[config.mk]
export PLATFORM = sky130hd
export DESIGN_NAME = cpu16_core
export DESIGN_NICKNAME = d
export VERILOG_FILES = /design/src/rtl/cpu16_pkg.sv /design/src/rtl/cpu16_ccu.sv /design/src/rtl/cpu16_datapath.sv /design/src/rtl/cpu16_control.sv /design/src/rtl/cpu16_core.sv
export SDC_FILE = /design/constraint.sdc
export NUM_CORES = 1
export LEC_CHECK = 0
export CAP_MARGIN = 10
export CORE_MARGIN = 2
export CORE_UTILIZATION = 40
export CTS_BUF_LIST = sky130_fd_sc_hd__clkbuf_8
export DETAILED_ROUTE_END_ITERATION = 16
export PLACE_DENSITY = 0.57
export RECOVER_POWER = 100
export SETUP_SLACK_MARGIN = 0.15
export SYNTH_ARGS = -nofsm -noshare
export SYNTH_HDL_FRONTEND = slang
export SYNTH_SLANG_ARGS = --single-unit
[constraint.sdc]
create_clock -name clk -period 5.1 [get_ports clk]
set_input_delay 1.02 -clock clk [delete_from_list [all_inputs] [get_ports clk]]
set_output_delay 1.02 -clock clk [all_outputs]
set_load 0.01 [all_outputs]
[src/rtl/cpu16_pkg.sv]
package cpu16_pkg;
  localparam int XLEN = 16;
  localparam int NREG = 8;
  localparam int RIDX = $clog2(NREG);
  localparam int LINK_REG = NREG - 1;
  localparam int OPW = 4;

  typedef enum logic [OPW-1:0] {
    OP_BR = 4'd0, OP_ADD = 4'd1, OP_LD = 4'd2, OP_ST = 4'd3,
    OP_JSR = 4'd4, OP_AND = 4'd5, OP_LDR = 4'd6, OP_STR = 4'd7,
    OP_RTI = 4'd8, OP_NOT = 4'd9, OP_LDI = 4'd10, OP_STI = 4'd11,
    OP_JMP = 4'd12, OP_RSV = 4'd13, OP_LEA = 4'd14, OP_TRAP = 4'd15
  } opcode_e;

  typedef enum logic [1:0] {PCS_OFF9, PCS_OFF11, PCS_BASE, PCS_MEM} pc_src_e;
  typedef enum logic [1:0] {WB_ALU, WB_MEM, WB_PC} wb_src_e;
  typedef enum logic [1:0] {AS_EA, AS_MEM, AS_VEC} addr_src_e;

  typedef enum logic [2:0] {
    S_FETCH, S_DECODE, S_PTR, S_RD, S_WR, S_VEC, S_HALT
  } state_e;

  // Strobes from the control FSM to the datapath for one cycle.
  typedef struct packed {
    logic      irLoad;
    logic      pcInc;
    logic      pcLoad;
    pc_src_e   pcSrc;
    logic      regWe;
    wb_src_e   wbSrc;
    logic      wbLink;
    logic      ccLoad;
    logic      addrLoad;
    addr_src_e addrSrc;
    logic      useAddr;
  } ctl_t;

  // Sign-extend the low 'bits' bits of v to XLEN.
  function automatic logic [XLEN-1:0] sext(input logic [XLEN-1:0] v, input int bits);
    logic signed [XLEN-1:0] t;
    t = $signed(v << (XLEN - bits));
    return t >>> (XLEN - bits);
  endfunction
endpackage

[src/rtl/cpu16_ccu.sv]
module cpu16_ccu
  import cpu16_pkg::*;
(
  input  logic            clk,
  input  logic            rstN,
  input  logic            load,
  input  logic [XLEN-1:0] value,
  input  logic [2:0]      brMask,
  output logic            taken
);
  logic [2:0] nzp;

  always_ff @(posedge clk) begin
    if (!rstN) nzp <= 3'b010;
    else if (load) begin
      if (value[XLEN-1]) nzp <= 3'b100;
      else if (value == '0) nzp <= 3'b010;
      else nzp <= 3'b001;
    end
  end

  assign taken = |(brMask & nzp);
endmodule

[src/rtl/cpu16_datapath.sv]
module cpu16_datapath
  import cpu16_pkg::*;
#(
  parameter logic [XLEN-1:0] RESET_PC = 16'h3000
) (
  input  logic            clk,
  input  logic            rstN,
  input  ctl_t            ctl,
  input  logic [XLEN-1:0] memRdata,
  output logic [XLEN-1:0] memAddr,
  output logic [XLEN-1:0] memWdata,
  output opcode_e         op,
  output logic            jsrRel,
  output logic            brTaken
);
  logic [XLEN-1:0] regs [NREG];
  logic [XLEN-1:0] ir, pc, addrReg;
  logic [RIDX-1:0] dr, sr1, sr2, wIdx;
  logic [XLEN-1:0] srcA, srcB, aluOut, ea, wbData, off9;

  assign op     = opcode_e'(ir[XLEN-1 -: OPW]);
  assign jsrRel = ir[11];
  assign dr     = ir[11:9];
  assign sr1    = ir[8:6];
  assign sr2    = ir[2:0];
  assign off9   = sext(ir, 9);

  assign srcA = regs[sr1];
  assign srcB = ir[5] ? sext(ir, 5) : regs[sr2];

  always_comb begin
    case (op)
      OP_AND:  aluOut = srcA & srcB;
      OP_NOT:  aluOut = ~srcA;
      OP_LEA:  aluOut = pc + off9;
      default: aluOut = srcA + srcB;
    endcase
  end

  assign ea = (op == OP_LDR || op == OP_STR) ? srcA + sext(ir, 6) : pc + off9;

  always_comb begin
    case (ctl.wbSrc)
      WB_MEM:  wbData = memRdata;
      WB_PC:   wbData = pc;
      default: wbData = aluOut;
    endcase
  end

  assign wIdx = ctl.wbLink ? RIDX'(LINK_REG) : dr;

  always_ff @(posedge clk) begin
    if (!rstN) begin
      for (int i = 0; i < NREG; i++) regs[i] <= '0;
    end else if (ctl.regWe) begin
      regs[wIdx] <= wbData;
    end
  end

  always_ff @(posedge clk) begin
    if (!rstN) ir <= '0;
    else if (ctl.irLoad) ir <= memRdata;
  end

  always_ff @(posedge clk) begin
    if (!rstN) pc <= RESET_PC;
    else if (ctl.pcInc) pc <= pc + 1'b1;
    else if (ctl.pcLoad) begin
      case (ctl.pcSrc)
        PCS_OFF9:  pc <= pc + off9;
        PCS_OFF11: pc <= pc + sext(ir, 11);
        PCS_BASE:  pc <= srcA;
        default:   pc <= memRdata;
      endcase
    end
  end

  always_ff @(posedge clk) begin
    if (!rstN) addrReg <= '0;
    else if (ctl.addrLoad) begin
      case (ctl.addrSrc)
        AS_MEM:  addrReg <= memRdata;
        AS_VEC:  addrReg <= {{(XLEN-8){1'b0}}, ir[7:0]};
        default: addrReg <= ea;
      endcase
    end
  end

  assign memAddr  = ctl.useAddr ? addrReg : pc;
  assign memWdata = regs[dr];

  cpu16_ccu u_ccu (
    .clk    (clk),
    .rstN   (rstN),
    .load   (ctl.ccLoad),
    .value  (wbData),
    .brMask (ir[11:9]),
    .taken  (brTaken)
  );
endmodule

[src/rtl/cpu16_control.sv]
module cpu16_control
  import cpu16_pkg::*;
(
  input  logic    clk,
  input  logic    rstN,
  input  opcode_e op,
  input  logic    jsrRel,
  input  logic    brTaken,
  input  logic    memValid,
  output ctl_t    ctl,
  output logic    memReq,
  output logic    memWe,
  output logic    halted,
  output logic    illegalOp
);
  state_e state, nextState;
  logic   illegalQ;

  always_comb begin
    ctl       = '0;
    nextState = state;
    memReq    = 1'b0;
    memWe     = 1'b0;
    case (state)
      S_FETCH: begin
        memReq = 1'b1;
        if (memValid) begin
          ctl.irLoad = 1'b1;
          ctl.pcInc  = 1'b1;
          nextState  = S_DECODE;
        end
      end
      S_DECODE: begin
        nextState = S_FETCH;
        case (op)
          OP_BR: if (brTaken) begin
            ctl.pcLoad = 1'b1;
            ctl.pcSrc  = PCS_OFF9;
          end
          OP_ADD, OP_AND, OP_NOT, OP_LEA: begin
            ctl.regWe  = 1'b1;
            ctl.wbSrc  = WB_ALU;
            ctl.ccLoad = 1'b1;
          end
          OP_LD, OP_LDR: begin
            ctl.addrLoad = 1'b1;
            nextState    = S_RD;
          end
          OP_LDI, OP_STI: begin
            ctl.addrLoad = 1'b1;
            nextState    = S_PTR;
          end
          OP_ST, OP_STR: begin
            ctl.addrLoad = 1'b1;
            nextState    = S_WR;
          end
          OP_JSR: begin
            ctl.regWe  = 1'b1;
            ctl.wbLink = 1'b1;
            ctl.wbSrc  = WB_PC;
            ctl.pcLoad = 1'b1;
            ctl.pcSrc  = jsrRel ? PCS_OFF11 : PCS_BASE;
          end
          OP_JMP: begin
            ctl.pcLoad = 1'b1;
            ctl.pcSrc  = PCS_BASE;
          end
          OP_TRAP: begin
            ctl.regWe    = 1'b1;
            ctl.wbLink   = 1'b1;
            ctl.wbSrc    = WB_PC;
            ctl.addrLoad = 1'b1;
            ctl.addrSrc  = AS_VEC;
            nextState    = S_VEC;
          end
          default: nextState = S_HALT;
        endcase
      end
      S_PTR: begin
        memReq      = 1'b1;
        ctl.useAddr = 1'b1;
        if (memValid) begin
          ctl.addrLoad = 1'b1;
          ctl.addrSrc  = AS_MEM;
          nextState    = (op == OP_LDI) ? S_RD : S_WR;
        end
      end
      S_RD: begin
        memReq      = 1'b1;
        ctl.useAddr = 1'b1;
        if (memValid) begin
          ctl.regWe  = 1'b1;
          ctl.wbSrc  = WB_MEM;
          ctl.ccLoad = 1'b1;
          nextState  = S_FETCH;
        end
      end
      S_WR: begin
        memReq      = 1'b1;
        memWe       = 1'b1;
        ctl.useAddr = 1'b1;
        if (memValid) nextState = S_FETCH;
      end
      S_VEC: begin
        memReq      = 1'b1;
        ctl.useAddr = 1'b1;
        if (memValid) begin
          ctl.pcLoad = 1'b1;
          ctl.pcSrc  = PCS_MEM;
          nextState  = S_FETCH;
        end
      end
      default: nextState = S_HALT;
    endcase
  end

  always_ff @(posedge clk) begin
    if (!rstN) begin
      state    <= S_FETCH;
      illegalQ <= 1'b0;
    end else begin
      state <= nextState;
      if (state == S_DECODE && nextState == S_HALT) illegalQ <= 1'b1;
    end
  end

  assign halted    = (state == S_HALT);
  assign illegalOp = illegalQ;
endmodule

[src/rtl/cpu16_core.sv]
module cpu16_core
  import cpu16_pkg::*;
#(
  parameter logic [XLEN-1:0] RESET_PC = 16'h3000
) (
  input  logic            clk,
  input  logic            rstN,
  output logic            memReq,
  output logic            memWe,
  output logic [XLEN-1:0] memAddr,
  output logic [XLEN-1:0] memWdata,
  input  logic            memValid,
  input  logic [XLEN-1:0] memRdata,
  output logic            halted,
  output logic            illegalOp
);
  ctl_t    ctl;
  opcode_e op;
  logic    jsrRel, brTaken;

  cpu16_control u_ctl (
    .clk       (clk),
    .rstN      (rstN),
    .op        (op),
    .jsrRel    (jsrRel),
    .brTaken   (brTaken),
    .memValid  (memValid),
    .ctl       (ctl),
    .memReq    (memReq),
    .memWe     (memWe),
    .halted    (halted),
    .illegalOp (illegalOp)
  );

  cpu16_datapath #(.RESET_PC(RESET_PC)) u_dp (
    .clk      (clk),
    .rstN     (rstN),
    .ctl      (ctl),
    .memRdata (memRdata),
    .memAddr  (memAddr),
    .memWdata (memWdata),
    .op       (op),
    .jsrRel   (jsrRel),
    .brTaken  (brTaken)
  );
endmodule

==> run summary, run 1 <==
====================================================================================
Run status                                                                 completed
Endpoint of the worst-slack reg-to-reg timing path                      u_dp.u_ccu.nzp[1]$_SDFFE_PN1P_
Endpoint type of the worst setup path                                      flip-flop
Post-detailed-route DRC marker count                                               0
Area growth, synth to finish                                                   10.0%
Number of antenna violations at the first check in global routing                  0
R2R cell count                                                                    14
Number of unique standard cell types used by synthesis                            90
Async SR Flop Fraction                                                             0
Min setup slack post-route                                                    351 ps
Global-route wire length before repair                                       75.0 mm
CP required                                                                  5540 ps
Post-Synthesis Mean Instance Area                                         9.93 sq um
Worst hold endpoint                                                     u_dp.addrReg[6]$_SDFFE_PN0P_
Tightest slew margin relative to the limit                                    0.0760
Hold Path Class                                                              reg2reg
Die outline height                                                            194 um
Share of the synthesized area in the top cell type                             0.266
Pre-CTS setup slack                                                           424 ps
Largest fanout of any net on the critical path                                     8
Number of vias per cell after detailed routing                                  6.32
Hold-critical path depth                                                           2
Clk Tree Root Cell                                                          clkbuf_8
Detailed placement HPWL                                                      35.9 mm
Setup repair after global routing missed its margin                               no
Max-slew violation total from the final report                                     0
Xor/xnor share of the synthesized area                                        0.0260
Antenna violation net count after detailed routing                                 0
Share of cell area taken by muxes after synthesis                              0.186
Final number of hold-violating endpoints                                           0
Weighted congestion at the end of routability-driven global placement          0.924
Final period demand of the worst path                                        4750 ps
Net count after synthesis                                                       1537
TNS Setup                                                                       0 ps
List of most frequent post-synthesis cells                              210 x nor2_1, 132 x nand2_1, 128 x edfxtp_1, 93 x a21oi_1, 90 x mux4_2
Longest individual stage delay on the worst path                              510 ps
Setup CP Type                                                                reg2reg
Max stage delay cell, worst path                                             dfxtp_2
Predominant post-synthesis flop cell                                        edfxtp_1
Worst reg-to-reg setup slack                                                  350 ps
Total number of yosys warnings                                                     0
Horiz. Die Dim                                                                194 um
Number of nets in the layout                                                    1567
Area fraction in compound gates after synthesis                                0.184
Area of the core                                                         35600 sq um
Leak                                                                      0.00586 uW
Layout Utilization                                                             0.447
Number of global-route vias before repair                                      12100
Count of flip-flops with a built-in enable after synthesis                       128
Number of cells after detailed placement                                        1929
Count of inserted antenna diode cells                                              0
Number of endpoints failing setup at the final stage                               0
Overall track demand over capacity in global routing                           0.263
Count leader, synth                                                           nor2_1
Layout Cells excl Fill                                                          1961
Worst supply voltage drop on vdd                                              209 uV
WL per Instance                                                              25.3 um
Number of DRC markers after the initial detailed-route iteration                1116
Synth Area in Adders                                                          0.0543
Inserted Clock Buffers                                                            17
Library cell with the largest summed area after synthesis                   edfxtp_1
Sequential area share after synthesis                                          0.354
Total of flip-flops plus latches after synthesis                                 192
Top area cells in the synthesized netlist                               edfxtp_1 27%, mux4_2 14%, dfxtp_1 8.9%
TritonCTS clock tree                                                           built
Ordered cell list for the critical path                                 buf_4 -> mux4_2 -> mux2i_1 -> inv_1 -> ha_1 -> and3_1 -> a221o_1 -> a41o_1 -> a31oi_1 -> mux2i_1 -> o31ai_4 -> nand2_1 -> or4_1 -> o221ai_1
Via count of the routed design                                                 12400
Effective utilization at floorplan                                             0.407
Number of levels in the clock H-tree                                               4
Highest clock rate                                                           211 MHz
Hold Path Origin                                                        u_dp.addrReg[6]$_SDFFE_PN0P_
CP arrival                                                                   5190 ps
Proportion of layout cells with a drive suffix above 1                         0.150
Startpoint kind of the worst setup timing path                             flip-flop
Dominant combinational cell family by area after synthesis              multiplexers
Std-Cell Rows                                                                     69
Power density of the placed cells                                        276 nW/um^2
Cell count after synthesis                                                      1457
Worst-path clk slew                                                           120 ps
Number of I/O port buffers                                                        54
Post-detailed-routing wire length                                            49.7 mm
Die area                                                                 37700 sq um
Critical path's most frequent cell                                           mux2i_1
Num ports                                                                         55
Total of max-cap violations                                                        0
Cell area after synthesis                                                14500 sq um
Worst skew pair latency                                                       520 ps
Maximum clock skew at final layout                                           21.9 ps
TritonCTS sink count                                                             192
Largest net degree at the start of global routing                                 42
Transition time at the pin with the least slew margin                        1390 ps
Number of buffers on the longest clock path                                        2
Synth Area in Simple Gates                                                     0.152
Final Cycle Share                                                              0.931
GR Overflow Total                                                                  0
First-pass iteration count of the detailed router                                  5
====================================================================================
==> metal layers <==
metal	global-route usage	routed length (um)	vias to the layer above
li1	-	-	5618
met1	0.352	21100	6113
met2	0.423	23200	581
met3	0.0461	3650	82
met4	0.104	1780	0
met5	0	0	-
==> report_power, final <==
part,internal (uW),switching (uW)
clock network,363,657
logic,625,929
registers,1720,103
==> layout by cell type, fill, tap and decap left out, drive strengths merged, types with 10 or more instances in the layout <==
cell / instances
a211oi: 30
a21o: 16
a21oi: 93
a221o: 16
a221oi: 28
a31oi: 13
and3: 12
buf: 46
clkbuf: 38
clkdlybuf4s50: 25
dfxtp: 64
dlygate4sd3: 29
edfxtp: 128
ha: 58
inv: 36
mux2: 35
mux2i: 27
mux4: 90
nand2: 134
nand3: 22
nor2: 211
nor2b: 22
nor3: 32
o211ai: 11
o21a: 15
o21ai: 74
or3: 10
xnor2: 24
xor2: 19
==> state kept, by name, indices dropped and copies added, names as in the netlist, named ones only <==
register and cells:
u_dp.u_ccu.nzp 3, u_ctl.state 3, u_ctl.illegalOp 1, u_dp.ir 16, u_dp.pc 16, u_dp.regs 128
u_dp.addrReg 16
==> cell type report <==
type	instances	area, sq um
Clock buffer	17	234
Clock inverter	15	145
Fill cell	3446	19700
Inverter	30	114
Multi-Input combinational cell	1125	8730
Sequential cell	192	5130
Tap cell	461	577
Timing Repair Buffer	121	980
==> critical path, delay by kind of cell (launching register included) <==
family	cells	cell delay, ps
AO/OA/AOI/OAI	5	1360
AND/OR/NAND/NOR	3	820
buffers and inverters	2	420
multiplexers	3	1130
flip-flops	1	510
adder cells (fa/ha/maj)	1	390
==> stage by stage <==
step | instance area (sq um) | hold WS [ps] | total power [uW]
final | 15900 | 466 | 4400
after global routing | 15900 | 485 | 4600
after CTS | 16000 | 466 | 4420
after detailed placement | 15600 | 451 | 3410
after global placement | 15600 | 440 | 3400
after floorplan | 14500 | 428 | 2870
==> worst max path at each step <==
stage / startpoint / endpoint / slack (ps) / depth (start not counted)
after floorplan: flip-flop / u_dp.u_ccu.nzp[1]$_SDFFE_PN1P_ / 440 / 16
after global placement: flip-flop / u_dp.u_ccu.nzp[1]$_SDFFE_PN1P_ / 430 / 15
after detailed placement: flip-flop / u_dp.u_ccu.nzp[1]$_SDFFE_PN1P_ / 420 / 15
after CTS: flip-flop / u_dp.u_ccu.nzp[1]$_SDFFE_PN1P_ / 350 / 15
after global routing: flip-flop / u_dp.u_ccu.nzp[1]$_SDFFE_PN1P_ / 130 / 16
final: flip-flop / u_dp.u_ccu.nzp[1]$_SDFFE_PN1P_ / 350 / 14
==> cells by family after synthesis <==
logic type,Yosys count
AND/OR/NAND/NOR,490
AO/OA/AOI/OAI,379
flip-flops,192
multiplexers,152
buffers and inverters,140
adder cells (fa/ha/maj),61
XOR/XNOR,43
==> repair_timing <==
action | 4_1_cts | 5_1_grt
hold buffers | 0 | 0
endpoints found under the setup margin | 0 | 9
hold endpoints to repair | 0 | 0
setup buffers | 0 | 0
gates resized for setup | 0 | 3
Note: power is estimated with default switching activity, not from simulation.
==> run 2: changes to the inputs <==
Settings changed: CORE_ASPECT_RATIO set to 0.6, CORE_MARGIN 2 to 3.
Clock period 5.1 ns to 6.2 ns, I/O delays scaled along.
==> run 2 against run 1 <==
Compared with the run above:
- the run now ends with capacitance limit, slew limit left
- non-clock buffer count is 32 lower
- final area is 1.2% lower
- maximum frequency is 14% lower
- critical path type unchanged
- largest cell class unchanged
- largest power group unchanged
==> run summary, run 2 (synthesis gave the netlist of run 1 again) <==
====================================================================================
Number of buffers on the longest clock path                                        2
Number of nets in the layout                                                    1535
Largest fanout of any net on the critical path                                    23
Violated checks                                                         capacitance limit, slew limit
Max-slew violation total from the final report                                    83
Number of I/O port buffers                                                        54
Setup repair after global routing missed its margin                               no
Worst hold endpoint                                                     u_dp.addrReg[10]$_SDFFE_PN0P_
Largest net degree at the start of global routing                                 43
Proportion of layout cells with a drive suffix above 1                         0.139
Min setup slack post-route                                                    648 ps
Global-route wire length before repair                                       77.2 mm
Pre-CTS setup slack                                                          1030 ps
R2R cell count                                                                    11
Antenna violation net count after detailed routing                                 0
Sequential fraction of design power                                            0.413
TritonCTS sink count                                                             192
Startpoint kind of the worst setup timing path                             flip-flop
Clock share of power                                                           0.249
Number of DRC markers after the initial detailed-route iteration                1938
Final Cycle Share                                                              0.896
CP arrival                                                                   5970 ps
Commonest non-fill, non-tap cell in the layout                                nor2_1
Num ports                                                                         55
Filler cells                                                                    3386
Number of vias per cell after detailed routing                                  6.61
First-pass iteration count of the detailed router                                  5
Inserted Clock Buffers                                                            17
Endpoint of the worst-slack reg-to-reg timing path                      u_dp.u_ccu.nzp[1]$_SDFFE_PN1P_
Worst supply voltage drop on vdd                                              167 uV
Overall track demand over capacity in global routing                           0.270
Hold-critical path depth                                                           2
Number of endpoints failing setup at the final stage                               0
Post-detailed-route DRC marker count                                               0
Effective utilization at floorplan                                             0.409
Area of the core                                                         35300 sq um
Std-Cell Rows                                                                     53
Top reg by flops                                                           u_dp.regs
Endpoint type of the worst setup path                                      flip-flop
Hold Path Class                                                              reg2reg
Hold Path Origin                                                        u_dp.addrReg[10]$_SDFFE_PN0P_
PnR Total Power                                                              3670 uW
Final period demand of the worst path                                        5550 ps
Cts repair resizes                                                                 0
Commonest non-fill, non-tap cells in the layout                         210 x nor2_1, 132 x nand2_1, 128 x edfxtp_1
Worst skew pair latency                                                       520 ps
TNS Setup                                                                       0 ps
Die outline height                                                            153 um
Area growth, synth to finish                                                   8.77%
Number of flip-flops under the largest register name                             128
Total of max-cap violations                                                        4
Internal Pwr Total                                                           2300 uW
Horiz. Die Dim                                                                251 um
Layout Utilization                                                             0.445
WL per Instance                                                              27.1 um
GR Overflow Total                                                                  0
Share of total power consumed by net switching                                 0.373
Clk Tree Root Cell                                                          clkbuf_8
Post-detailed-routing wire length                                            52.5 mm
Final number of hold-violating endpoints                                           0
Power density of the placed cells                                        233 nW/um^2
Number of antenna violations at the first check in global routing                  4
Reg-to-reg startpoint                                                   u_dp.ir[5]$_SDFFE_PN0P_
Number of global-route vias before repair                                      11700
Comb pwr share                                                                 0.338
Worst slack on hold paths                                                     460 ps
Weighted congestion at the end of routability-driven global placement          0.994
Die area                                                                 38500 sq um
Tightest slew margin relative to the limit                                   -0.0942
Highest clock rate                                                           180 MHz
Setup CP Type                                                                reg2reg
Maximum clock skew at final layout                                           25.8 ps
P_sw                                                                         1370 uW
Worst-path clk slew                                                           120 ps
# hold bufs at CTS                                                                 0
Via count of the routed design                                                 12800
CP required                                                                  6620 ps
TritonCTS clock tree                                                           built
Buffers inserted during post-CTS setup optimization                                0
Number of levels in the clock H-tree                                               4
Transition time at the pin with the least slew margin                        1640 ps
Worst reg-to-reg setup slack                                                  650 ps
Run status                                                              finished with violations
Detailed placement HPWL                                                      37.9 mm
Leak                                                                      0.00573 uW
====================================================================================
[run 2: worst max-delay path by stage]
stage | start | end | cells after the start
final | u_dp.ir[5]$_SDFFE_PN0P_ | u_dp.u_ccu.nzp[1]$_SDFFE_PN1P_ | 11
after detailed placement | flip-flop | u_dp.u_ccu.nzp[1]$_SDFFE_PN1P_ | 14
after CTS | flip-flop | u_dp.u_ccu.nzp[1]$_SDFFE_PN1P_ | 14
after global routing | flip-flop | u_dp.u_ccu.nzp[1]$_SDFFE_PN1P_ | 14
after global placement | memValid | u_dp.u_ccu.nzp[1]$_SDFFE_PN1P_ | 14
after floorplan | flip-flop | u_dp.u_ccu.nzp[1]$_SDFFE_PN1P_ | 16
[run 2: routing by layer]
metal / GRT usage / vias to the layer above / share of wire
met2: 0.356 / 848 / 0.39
li1: - / 5561 / -
met1: 0.418 / 6325 / 0.46
met4: 0.0543 / 2 / 0.013
met5: 0 / - / 0.00086
met3: 0.0951 / 61 / 0.13
[run 2: stage by stage]
stage | instance area, sq um | cells
after floorplan | 14500 | 1457
after global placement | 15400 | 1903
after detailed placement | 15400 | 1903
after CTS | 15800 | 1935
after global routing | 15700 | 1935
final | 15700 | 1936
[run 2: area by class of cell]
| type | instances | area, sq um | share of cell area |
|---|---|---|---|
| Clock inverter | 15 | 183 | 0.0116 |
| Antenna cell | 1 | 2.50 | 0.000159 |
| Clock buffer | 17 | 234 | 0.0149 |
| Tap cell | 467 | 584 | 0.0371 |
| Multi-Input combinational cell | 1125 | 8730 | 0.555 |
| Inverter | 30 | 114 | 0.00724 |
| Timing Repair Buffer | 89 | 752 | 0.0478 |
| Sequential cell | 192 | 5130 | 0.326 |
[run 2: critical path, stage by stage (launching register included)]
cell      delay [ps]
dfxtp_1          740
clkbuf_1        1230
ha_1             470
nor2_1           110
o211ai_1         390
nand2_1          150
xor2_1           320
o221ai_1         190
o21ai_0          850
nand4b_1         260
or4_1            580
o221ai_2         140
[run 2: power by group through the flow]
stage | Sequential, uW | Combinational (uW) | Clock [uW]
global placement | 1540 | 1210 | 0
finish | 1510 | 1240 | 914
CTS | 1510 | 1230 | 924
global route | 1520 | 1330 | 979
floorplan | 1480 | 887 | 0
detailed placement | 1540 | 1220 | 0
==> run 3: changes to the inputs <==
Settings changed: ABC_AREA set to 1, SYNTH_HIERARCHICAL set to 1.
==> run 3 against run 2 <==
Compared with the run above:
- combinational power increased to 5.0 times the previous value
- first-iteration DRC count increased by 44%
- via count increased by 35%
- sequential cell count unchanged
- power increased by 140%
- the run still ends with capacitance limit, slew limit left
- critical endpoint is now memWdata[12]
- non-clock buffer count decreased by 5
- final cell count increased by 49%
- worst setup slack improved by 230 ps
- synthesized cell count increased by 63%
==> run summary, run 3 <==
====================================================================================
List of most frequent post-synthesis cells                              525 x nand2_1, 274 x inv_1, 260 x nor2_1, 258 x o21ai_0, 219 x a21oi_1
Tightest slew margin relative to the limit                                    -0.508
Area of the core                                                         38300 sq um
Transition time at the pin with the least slew margin                        2260 ps
Global-route wire length before repair                                       98.3 mm
CP required                                                                  4960 ps
PnR Total Power                                                              8940 uW
Number of nets in the layout                                                    2433
Highest clock rate                                                           188 MHz
Antenna violation net count after detailed routing                                 0
Endpoint of the worst-slack reg-to-reg timing path                      u_dp/u_ccu/nzp[0]$_SDFFE_PN0P_
R2R cell count                                                                    23
Xor/xnor share of the synthesized area                                        0.0144
Effective utilization at floorplan                                             0.412
WL per Instance                                                              23.5 um
Die outline height                                                            160 um
Top area cells in the synthesized netlist                               edfxtp_1 24%, nand2_1 12%, o21ai_0 8.2%
Run status                                                              finished with violations
Number of I/O port buffers                                                        54
Startpoint kind of the worst setup timing path                             flip-flop
# hold bufs at CTS                                                                 0
Commonest non-fill, non-tap cells in the layout                         536 x nand2_1, 276 x inv_1, 261 x nor2_1, 261 x o21ai_0, 219 x a21oi_1
Power density of the placed cells                                        529 nW/um^2
Setup repair after global routing missed its margin                               no
Number of global-route vias before repair                                      14800
Hold Path Origin                                                        u_ctl/illegalOp$_SDFFE_PN0P_
Die area                                                                 41900 sq um
Endpoint type of the worst setup path                                    output port
TritonCTS sink count                                                             192
Overall track demand over capacity in global routing                           0.312
Final period demand of the worst path                                        5320 ps
Total of max-cap violations                                                        3
Synth Area in Adders                                                          0.0490
Dominant combinational cell family by area after synthesis              simple AND/OR/NAND/NOR gates
Total of flip-flops plus latches after synthesis                                 192
Buffers inserted during post-CTS setup optimization                                0
CP arrival                                                                   4080 ps
Cell count after synthesis                                                      2372
Worst slack on hold paths                                                     452 ps
Number of vias per cell after detailed routing                                  5.97
Share of cell area taken by muxes after synthesis                                  0
Predominant post-synthesis flop cell                                        edfxtp_1
Std-Cell Rows                                                                     55
Commonest non-fill, non-tap cell in the layout                               nand2_1
Worst hold endpoint                                                     u_ctl/illegalOp$_SDFFE_PN0P_
Hold Path Class                                                              reg2reg
Cell area after synthesis                                                15800 sq um
Number of flip-flops under the largest register name                             128
Violated checks                                                         capacitance limit, slew limit
Share of the synthesized area in the top cell type                             0.244
Num ports                                                                         55
Count leader, synth                                                          nand2_1
Count of flip-flops with a built-in enable after synthesis                       128
Synth Area in Simple Gates                                                     0.279
Detailed placement HPWL                                                      52.0 mm
First-pass iteration count of the detailed router                                  6
Number of DRC markers after the initial detailed-route iteration                2788
Area fraction in compound gates after synthesis                                0.229
Async SR Flop Fraction                                                             0
Number of endpoints failing setup at the final stage                               0
Worst skew pair latency                                                       520 ps
Hold-critical path depth                                                           2
Worst supply voltage drop on vdd                                              409 uV
Worst-path clk slew                                                           110 ps
Final Cycle Share                                                              0.859
Clk Tree Root Cell                                                          clkbuf_8
Top reg by flops                                                           u_dp/regs
Leak                                                                      0.00723 uW
Proportion of layout cells with a drive suffix above 1                        0.0406
Area growth, synth to finish                                                   7.14%
TritonCTS clock tree                                                           built
Weighted congestion at the end of routability-driven global placement           1.07
Largest net degree at the start of global routing                                112
Number of antenna violations at the first check in global routing                  3
Number of buffers on the longest clock path                                        2
Max-slew violation total from the final report                                    92
Setup CP Type                                                                reg2out
Final number of hold-violating endpoints                                           0
Largest fanout of any net on the critical path                                    33
Maximum clock skew at final layout                                           21.4 ps
Number of unique standard cell types used by synthesis                            48
Net count after synthesis                                                       2451
Post-detailed-route DRC marker count                                               0
Post-Synthesis Mean Instance Area                                         6.65 sq um
Inserted Clock Buffers                                                            17
Number of levels in the clock H-tree                                               4
TNS Setup                                                                       0 ps
Via count of the routed design                                                 17200
Worst reg-to-reg setup slack                                                  880 ps
Horiz. Die Dim                                                                262 um
GR Overflow Total                                                                  0
Layout Utilization                                                             0.442
Cts repair resizes                                                                 0
Total number of yosys warnings                                                     6
Library cell with the largest summed area after synthesis                   edfxtp_1
Post-detailed-routing wire length                                            67.7 mm
Sequential area share after synthesis                                          0.325
====================================================================================
-- run 3: cell types whose count changed in the layout (fill, tap and decap cells not counted), sizes merged, moves of 90 or more --
cell and delta:
nand3 +150, a21oi +130, o21ai +204, mux4 -90, inv +254, nand2 +407
-- run 3: worst max path at each step --
stage	slack [ps]	to
finish	880	memWdata[12]
global route	620	u_dp/u_ccu/nzp[0]$_SDFFE_PN0P_
floorplan	2820	u_dp/u_ccu/nzp[0]$_SDFFE_PN0P_
CTS	1700	u_dp/u_ccu/nzp[0]$_SDFFE_PN0P_
global placement	1280	u_dp/u_ccu/nzp[0]$_SDFFE_PN0P_
detailed placement	1270	u_dp/u_ccu/nzp[0]$_SDFFE_PN0P_
-- run 3: where the power goes --
group	switching, uW	leakage (uW)	internal, uW
combinational	4390	0.00519	1850
clock	536	0.000187	290
sequential	342	0.00185	1530
-- run 3: logic make-up after synthesis --
family | count (synthesis)
and+or+nand+nor | 1047
DFF | 192
buffers and inverters | 408
adders and majority gates | 60
AOI/OAI and AO/OA | 639
xor gates and xnor gates | 26
-- run 3: area by class of cell --
cell class | instances | area, sq um
fill | 4073 | 21400
multi-input combinational | 1772 | 8940
sequential | 192 | 5130
inverter | 287 | 1080
timing repair buffer | 84 | 739
tap | 513 | 642
clock buffer | 17 | 234
clock inverter | 15 | 129
antenna | 1 | 2.50
-- run 3: per-layer routing --
| metal | GRT usage | routed length, um |
|---|---|---|
| met5 | 0 | 13 |
| met2 | 0.388 | 24400 |
| met3 | 0.101 | 9920 |
| met4 | 0.0536 | 726 |
| met1 | 0.509 | 32700 |
-- run 3: worst max-delay path, cell delays in order, from the launching register on --
cell	delay [ps]
dfxtp_1	1330
clkbuf_1	660
o21ai_0	170
o21ai_0	210
nor2_1	60
a31oi_1	400
dlygate4sd3_1	700
-- run 3: metrics by stage --
step	cell area, sq um	instances	worst slack (ps)
4_1_cts	17000	2879	1700
3_5_place_dp	16600	2847	1270
5_1_grt	16900	2880	625
2_1_floorplan	15800	2372	2820
3_3_place_gp	16600	2847	1280
6_report	16900	2881	876
